$ cat src/rtl/mau_pkg.sv
package mau_pkg;
  localparam int WordBytes = 4;
  localparam int WordW     = 8 * WordBytes;
  localparam int LaneW     = $clog2(WordBytes);

  typedef enum logic [1:0] {
    MODE_SPLIT = 2'd0,
    MODE_ROUND = 2'd1,
    MODE_TRAP  = 2'd2
  } missPolicy_e;

  typedef enum logic [1:0] {
    ST_IDLE = 2'd0,
    ST_LOW  = 2'd1,
    ST_HIGH = 2'd2,
    ST_DONE = 2'd3
  } seqState_e;

  // strobes from control to datapath
  typedef struct packed {
    logic capture;
    logic latchLo;
    logic latchHi;
    logic selHigh;
  } dpCtrl_t;

  // status from datapath to control
  typedef struct packed {
    logic fault;
    logic twoWords;
  } dpStat_t;
endpackage

$ cat src/rtl/mau_datapath.sv
module mau_datapath
  import mau_pkg::*;
#(
  parameter int AddrW = 12
) (
  input  logic                     clk,
  input  logic                     rstN,
  input  dpCtrl_t                  ctrl,
  input  logic [AddrW-1:0]         reqAddr,
  input  logic [1:0]               reqSize,
  input  logic                     reqWrite,
  input  logic [WordW-1:0]         reqWdata,
  input  logic [1:0]               reqMode,
  input  logic [WordW-1:0]         memRdata,
  output dpStat_t                  stat,
  output logic [AddrW-LaneW-1:0]   memAddr,
  output logic [WordBytes-1:0]     memBe,
  output logic [WordW-1:0]         memWdata,
  output logic                     memWrite,
  output logic [WordW-1:0]         resultData
);
  localparam int WordAddrW = AddrW - LaneW;
  localparam int SpanLanes = 2 * WordBytes;
  localparam int CntW      = LaneW + 1;

  logic [AddrW-1:0] aReg;
  logic [1:0]       sizeReg;
  logic             writeReg;
  logic [WordW-1:0] wdReg;
  logic [1:0]       modeReg;
  logic [WordW-1:0] rdLo, rdHi;

  always_ff @(posedge clk or negedge rstN) begin
    if (!rstN) begin
      aReg     <= '0;
      sizeReg  <= '0;
      writeReg <= 1'b0;
      wdReg    <= '0;
      modeReg  <= '0;
      rdLo     <= '0;
      rdHi     <= '0;
    end else begin
      if (ctrl.capture) begin
        aReg     <= reqAddr;
        sizeReg  <= reqSize;
        writeReg <= reqWrite;
        wdReg    <= reqWdata;
        modeReg  <= reqMode;
        rdLo     <= '0;
        rdHi     <= '0;
      end
      if (ctrl.latchLo) rdLo <= memRdata;
      if (ctrl.latchHi) rdHi <= memRdata;
    end
  end

  // access classification
  logic [CntW-1:0]  nBytes;
  logic [LaneW-1:0] lowMask;
  logic             misaligned;
  logic             roundSel;
  logic [AddrW-1:0] effAddr;
  logic [LaneW-1:0] off;

  always_comb begin
    case (sizeReg)
      2'd0:    nBytes = CntW'(1);
      2'd1:    nBytes = CntW'(2);
      default: nBytes = CntW'(WordBytes);
    endcase
    lowMask    = LaneW'(nBytes - CntW'(1));
    misaligned = |(aReg[LaneW-1:0] & lowMask);
    roundSel   = (modeReg == MODE_ROUND) && misaligned;
    effAddr    = roundSel ? (aReg & ~AddrW'(lowMask)) : aReg;
    off        = effAddr[LaneW-1:0];
  end

  assign stat.fault = (modeReg == MODE_TRAP) && misaligned;

  // lanes touched across a two-word window
  logic [SpanLanes-1:0] span;
  logic [WordBytes-1:0] keepLane;

  for (genvar j = 0; j < SpanLanes; j++) begin : g_span
    assign span[j] = (j >= int'(off)) && (j < int'(off) + int'(nBytes));
  end

  assign stat.twoWords = |span[SpanLanes-1:WordBytes];

  logic [2*WordW-1:0] wideWd;
  logic [WordW-1:0]   alignedRd;

  assign wideWd    = {{WordW{1'b0}}, wdReg} << {off, 3'b000};
  assign alignedRd = WordW'({rdHi, rdLo} >> {off, 3'b000});

  for (genvar j = 0; j < WordBytes; j++) begin : g_result
    assign keepLane[j] = (j < int'(nBytes)) && !writeReg && !stat.fault;
    assign resultData[8*j +: 8] = keepLane[j] ? alignedRd[8*j +: 8] : 8'h00;
  end

  assign memAddr  = effAddr[AddrW-1:LaneW] + WordAddrW'(ctrl.selHigh);
  assign memBe    = ctrl.selHigh ? span[SpanLanes-1:WordBytes] : span[WordBytes-1:0];
  assign memWdata = ctrl.selHigh ? wideWd[2*WordW-1:WordW] : wideWd[WordW-1:0];
  assign memWrite = writeReg;

  // the upper word is addressed only for straddling accesses
  p_high_only_when_split_r5 : assert property (@(posedge clk) disable iff (!rstN)
    ctrl.selHigh |-> stat.twoWords);

  // no read data is taken for a faulting request
  p_no_latch_on_fault_r8 : assert property (@(posedge clk) disable iff (!rstN)
    (ctrl.latchLo || ctrl.latchHi) |-> !stat.fault);
endmodule

$ cat src/rtl/mau_ctrl.sv
module mau_ctrl
  import mau_pkg::*;
(
  input  logic    clk,
  input  logic    rstN,
  input  logic    reqValid,
  input  logic    memAck,
  input  dpStat_t stat,
  output logic    reqReady,
  output logic    memReq,
  output logic    doneValid,
  output dpCtrl_t ctrl
);
  seqState_e state, stateNext;

  always_ff @(posedge clk or negedge rstN) begin
    if (!rstN) state <= ST_IDLE;
    else       state <= stateNext;
  end

  always_comb begin
    stateNext = state;
    reqReady  = 1'b0;
    memReq    = 1'b0;
    doneValid = 1'b0;
    ctrl      = '0;
    case (state)
      ST_IDLE: begin
        reqReady = 1'b1;
        if (reqValid) begin
          ctrl.capture = 1'b1;
          stateNext    = ST_LOW;
        end
      end
      ST_LOW: begin
        if (stat.fault) begin
          stateNext = ST_DONE;
        end else begin
          memReq = 1'b1;
          if (memAck) begin
            ctrl.latchLo = 1'b1;
            stateNext    = stat.twoWords ? ST_HIGH : ST_DONE;
          end
        end
      end
      ST_HIGH: begin
        memReq       = 1'b1;
        ctrl.selHigh = 1'b1;
        if (memAck) begin
          ctrl.latchHi = 1'b1;
          stateNext    = ST_DONE;
        end
      end
      default: begin
        doneValid = 1'b1;
        stateNext = ST_IDLE;
      end
    endcase
  end

  // a pending transaction is not withdrawn
  p_hold_until_ack_r9 : assert property (@(posedge clk) disable iff (!rstN)
    (memReq && !memAck) |=> memReq);

  // completion is one cycle wide
  p_done_pulse_r11 : assert property (@(posedge clk) disable iff (!rstN)
    doneValid |=> !doneValid);

  // no new request while memory is being used
  p_busy_not_ready_r10 : assert property (@(posedge clk) disable iff (!rstN)
    memReq |-> !reqReady);
endmodule

$ cat src/rtl/misalign_access_unit.sv
module misalign_access_unit
  import mau_pkg::*;
#(
  parameter int AddrW = 12
) (
  input  logic                   clk,
  input  logic                   rstN,
  input  logic                   reqValid,
  output logic                   reqReady,
  input  logic [AddrW-1:0]       reqAddr,
  input  logic [1:0]             reqSize,
  input  logic                   reqWrite,
  input  logic [31:0]            reqWdata,
  input  logic [1:0]             reqMode,
  output logic                   doneValid,
  output logic                   doneFault,
  output logic [31:0]            doneRdata,
  output logic                   memReq,
  output logic                   memWrite,
  output logic [AddrW-3:0]       memAddr,
  output logic [3:0]             memBe,
  output logic [31:0]            memWdata,
  input  logic                   memAck,
  input  logic [31:0]            memRdata
);
  dpCtrl_t dpCtrl;
  dpStat_t dpStat;

  mau_ctrl u_ctrl (
    .clk       (clk),
    .rstN      (rstN),
    .reqValid  (reqValid),
    .memAck    (memAck),
    .stat      (dpStat),
    .reqReady  (reqReady),
    .memReq    (memReq),
    .doneValid (doneValid),
    .ctrl      (dpCtrl)
  );

  mau_datapath #(.AddrW(AddrW)) u_dp (
    .clk        (clk),
    .rstN       (rstN),
    .ctrl       (dpCtrl),
    .reqAddr    (reqAddr),
    .reqSize    (reqSize),
    .reqWrite   (reqWrite),
    .reqWdata   (reqWdata),
    .reqMode    (reqMode),
    .memRdata   (memRdata),
    .stat       (dpStat),
    .memAddr    (memAddr),
    .memBe      (memBe),
    .memWdata   (memWdata),
    .memWrite   (memWrite),
    .resultData (doneRdata)
  );

  assign doneFault = doneValid && dpStat.fault;

  // transaction fields hold while waiting for the acknowledge
  p_fields_stable_r9 : assert property (@(posedge clk) disable iff (!rstN)
    (memReq && !memAck) |=> ($stable(memAddr) && $stable(memBe) &&
                             $stable(memWdata) && $stable(memWrite)));

  // a faulting request never reaches memory
  p_no_access_on_fault_r8 : assert property (@(posedge clk) disable iff (!rstN)
    memReq |-> !dpStat.fault);

  // every issued transaction enables at least one lane
  p_lanes_present_r3 : assert property (@(posedge clk) disable iff (!rstN)
    memReq |-> (memBe != 4'b0000));
endmodule

$ cat config.mk
export PLATFORM = sky130hd
export DESIGN_NAME = misalign_access_unit
export DESIGN_NICKNAME = d
export VERILOG_FILES = /design/src/rtl/mau_pkg.sv /design/src/rtl/mau_datapath.sv /design/src/rtl/mau_ctrl.sv /design/src/rtl/misalign_access_unit.sv
export SDC_FILE = /design/constraint.sdc
export NUM_CORES = 1
export LEC_CHECK = 0
export BUFFER_PORTS_ARGS = -buffer_cell sky130_fd_sc_hd__buf_4
export CAP_MARGIN = 20
export CORE_MARGIN = 3
export CORE_UTILIZATION = 54
export CTS_CLUSTER_SIZE = 40
export DETAILED_ROUTE_END_ITERATION = 8
export HOLD_SLACK_MARGIN = 0.08
export MAX_ROUTING_LAYER = met4
export PLACE_DENSITY = 0.82
export SLEW_MARGIN = 10
export SYNTH_ARGS = -nofsm -noshare
export SYNTH_HDL_FRONTEND = slang
export SYNTH_SLANG_ARGS = --single-unit
$ cat constraint.sdc
create_clock -name clk -period 3.73 [get_ports clk]
set_clock_uncertainty 0.1 [all_clocks]
set_input_delay 0.746 -clock clk [delete_from_list [all_inputs] [get_ports clk]]
set_output_delay 0.746 -clock clk [all_outputs]
set_load 0.05 [all_outputs]
==> summary.md <==
| Metric | Value |
|---|---|
| CTS buffer count | 9 |
| NumNets Final | 827 |
| Met1 Use GR | 38.6% |
| Most frequent cells in the layout | buf_4, nand2_1, dfrtp_1, mux2_2, o21ai_0 |
| Die W | 114 um |
| Vias/cell | 6.26 |
| Residual DRC | 0 |
| EDFF count, synth | 0 |
| Vias in the first global route | 5491 |
| Sink Count | between 100 and 150 |
| Netlist cell types | 46 |
| Critical path type | reg -> out |
| Post-Route Setup TNS | 0 ps |
| Total number of vias | 5492 |
| Clk buf depth | 2 |
| MaxCap Viol Count | 0 |
| Largest net degree at the start of global routing | 82 |
| Layout cells sized above 1 | 41.4% |
| Worst-skew pair later-pin latency | about 350 ps |
| Clock root buffer master | clkbuf_16 |
| Initial drt markers | 520 |
| Area growth syn-to-layout | 26.6% |
| Main synth FF type | dfrtp_1 |
| Fin crit share | 95.2% |
| Critical path required time | 2880 ps |
| Fmax | 282 MHz |
| Arr. time, crit path | 2710 ps |
| Most common cell after layout, fill and taps aside | buf_4 |
| H-tree Lvls | 3 |
| Antenna cells | 0 |
| Post-Syn Area | 6330 um^2 |
| Die height | between 100 and 150 um |
| Global routing usage on met2 | 43.9% |
| Gr ovfl total | 0 |
| Wirelength per Cell | 20.7 um |
| Worst Setup Start Kind | register |
| Core Area | 11100 um^2 |
| RSZ-0062 raised after global routing | false |
| Synthesized flop and latch total | ~110 |
| Fin. Hold Viols | 0 |
| Post-detail-place hpwl | around 12 mm |
| Minimum clock period | between 3000 and 4000 ps |
| I/O pin total | 168 |
| Status | completed |
| Initial antenna violation count | 0 |
| Worst slew margin | 30.5% |
| Met3 usage | under 10% |
| CTS Hold Bufs | 0 |
| First-pass DRT Iterations | 6 |
| Area of the die | 13000 um^2 |
| Worst min path class | in -> async |
| Sequential share of the synthesized area | 42.3% |
| Yosys warnings | 0 |
| DRT antenna net count | 0 |
| GRT busiest layer | met2 |
| Overall Global Routing Usage | 28.7% |
| First-pass GRT wire length | 28.4 mm |
| Gpl congestion | 0.879 |
| Final Max Tran Viols | 0 |
| Synth Net Count | approximately 680 |
| CP Capture Type | primary output |
| Post-Route WL | 18.2 mm |
| Post-Syn Area per Cell | 10.9 um^2 |
| Number of core rows | 38 |
| Clock slew seen by the registers of the worst setup and hold paths | 70 ps |
| Ys async rst share | between 90% and 100% |
| I/O Buffers | 167 |
| CTS tree | built |
| Critical path fanouts, max | 24 |
| Initial core utilization | 56.9% |
| Worst-margin pin slew | 1040 ps |
| # setup viols final | 0 |
| Post-synthesis cell count | 582 |
[cell usage after synthesis (2+ instances only)]
master | count | area, um^2
o22ai_1 | 8 | 50.1
a22oi_1 | 17 | 128
mux2i_1 | 17 | 170
buf_1 | 4 | 15.0
nand2_1 | 109 | 409
nor3_1 | 3 | 15.0
mux4_2 | 31 | 698
mux2_2 | 58 | 653
xnor2_1 | 8 | 70.1
maj3_1 | 2 | 20.0
nor2_1 | 9 | 33.8
ha_1 | 9 | 113
a22o_1 | 24 | 210
o21ai_1 | 3 | 15.0
dfrtp_1 | 107 | 2680
buf_4 | 2 | 15.0
nand3_1 | 7 | 35.0
and3_1 | 23 | 144
buf_6 | 4 | 45.0
and3b_1 | 9 | 78.8
buf_2 | 7 | 35.0
inv_1 | 6 | 22.5
clkbuf_1 | 27 | 101
nor2b_1 | 2 | 12.5
a21oi_2 | 2 | 17.5
o21ai_0 | 44 | 220
a21oi_1 | 3 | 15.0
and2_1 | 19 | 119
[critical path, cell delays in order, from the launching register on]
cell     delay [ps]
dfrtp_1         430
nor2_4          260
o21a_2          700
mux4_2          590
and2_1          170
buf_4           190
[sequential cells by signal, indices dropped and copies added, names as in the netlist]
name and count:
u_dp.modeReg 2, u_dp.memWrite 1, u_dp.aReg 12, u_dp.rdHi 24
u_dp.sizeReg 2, u_dp.wdReg 32, u_ctrl.state 2, u_dp.rdLo 32
[layout make-up]
cell class / count / area (um^2)
Multi-Input combinational cell: 425 / 3450
Fill cell: 797 / 3120
Sequential cell: 107 / 2680
Timing Repair Buffer: 182 / 1370
Clock buffer: 10 / 239
Tap cell: 140 / 175
Clock inverter: 6 / 73.8
Inverter: 7 / 30.0
[worst paths after layout]
path	cells after the start	endpoint	startpoint	slack, ps
min	1	u_dp.rdLo[27]	rstN	380
max reg2reg	4	u_dp.rdLo[13]	u_dp.aReg[0]	1350
max in group asynchronous	2	u_dp.aReg[2]	rstN	2300
max	5	doneRdata[19]	u_dp.sizeReg[0]	180
min reg2reg	1	u_dp.rdHi[19]	u_dp.rdHi[19]	400
min in group clk	1	u_dp.rdHi[19]	u_dp.rdHi[19]	400
[metrics by stage]
| step | worst slack (ps) | utilization, % | instance area [um^2] | hold WS (ps) | std cells |
|---|---|---|---|---|---|
| 6_report | 179 | 72.0 | 8010 | 379 | 877 |
| 5_1_grt | 47.1 | 72.0 | 8010 | 422 | 877 |
| 4_1_cts | 38.1 | 71.6 | 7970 | 407 | 873 |
| 3_5_place_dp | 374 | 68.8 | 7650 | 384 | 857 |
| 3_3_place_gp | 492 | 68.7 | 7640 | 382 | 856 |
| 2_1_floorplan | 30.8 | - | 6330 | 350 | 582 |
[cells by family after synthesis]
kind of cell | after synthesis | share of synthesized area, %
xor gates and xnor gates | 9 | 1.25
AOI/OAI and AO/OA | 106 | 11.2
adders and majority gates | 13 | 2.59
buffers and inverters | 51 | 3.76
DFF | 107 | 42.3
muxes | 107 | 24.5
and+or+nand+nor | 189 | 14.4
[what timing repair did]
| item | 4_1_cts | 5_1_grt |
|---|---|---|
| setup endpoints to repair | 1 | 41 |
| gates resized for setup | 1 | 4 |
| buffers inserted | 0 | 3 |
| pin swaps | 0 | 1 |
| cloned | 0 | 1 |
[metal layers]
metal | part of all wire (%) | vias to the layer above
met3 | 9.8 | 38
met5 | 0 | -
met2 | 48 | 311
met1 | 40 | 2735
li1 | - | 2408
met4 | 2.1 | 0
Power is not shown: default switching activity piles up to over one toggle a cycle in this logic, so the estimate is an artifact.
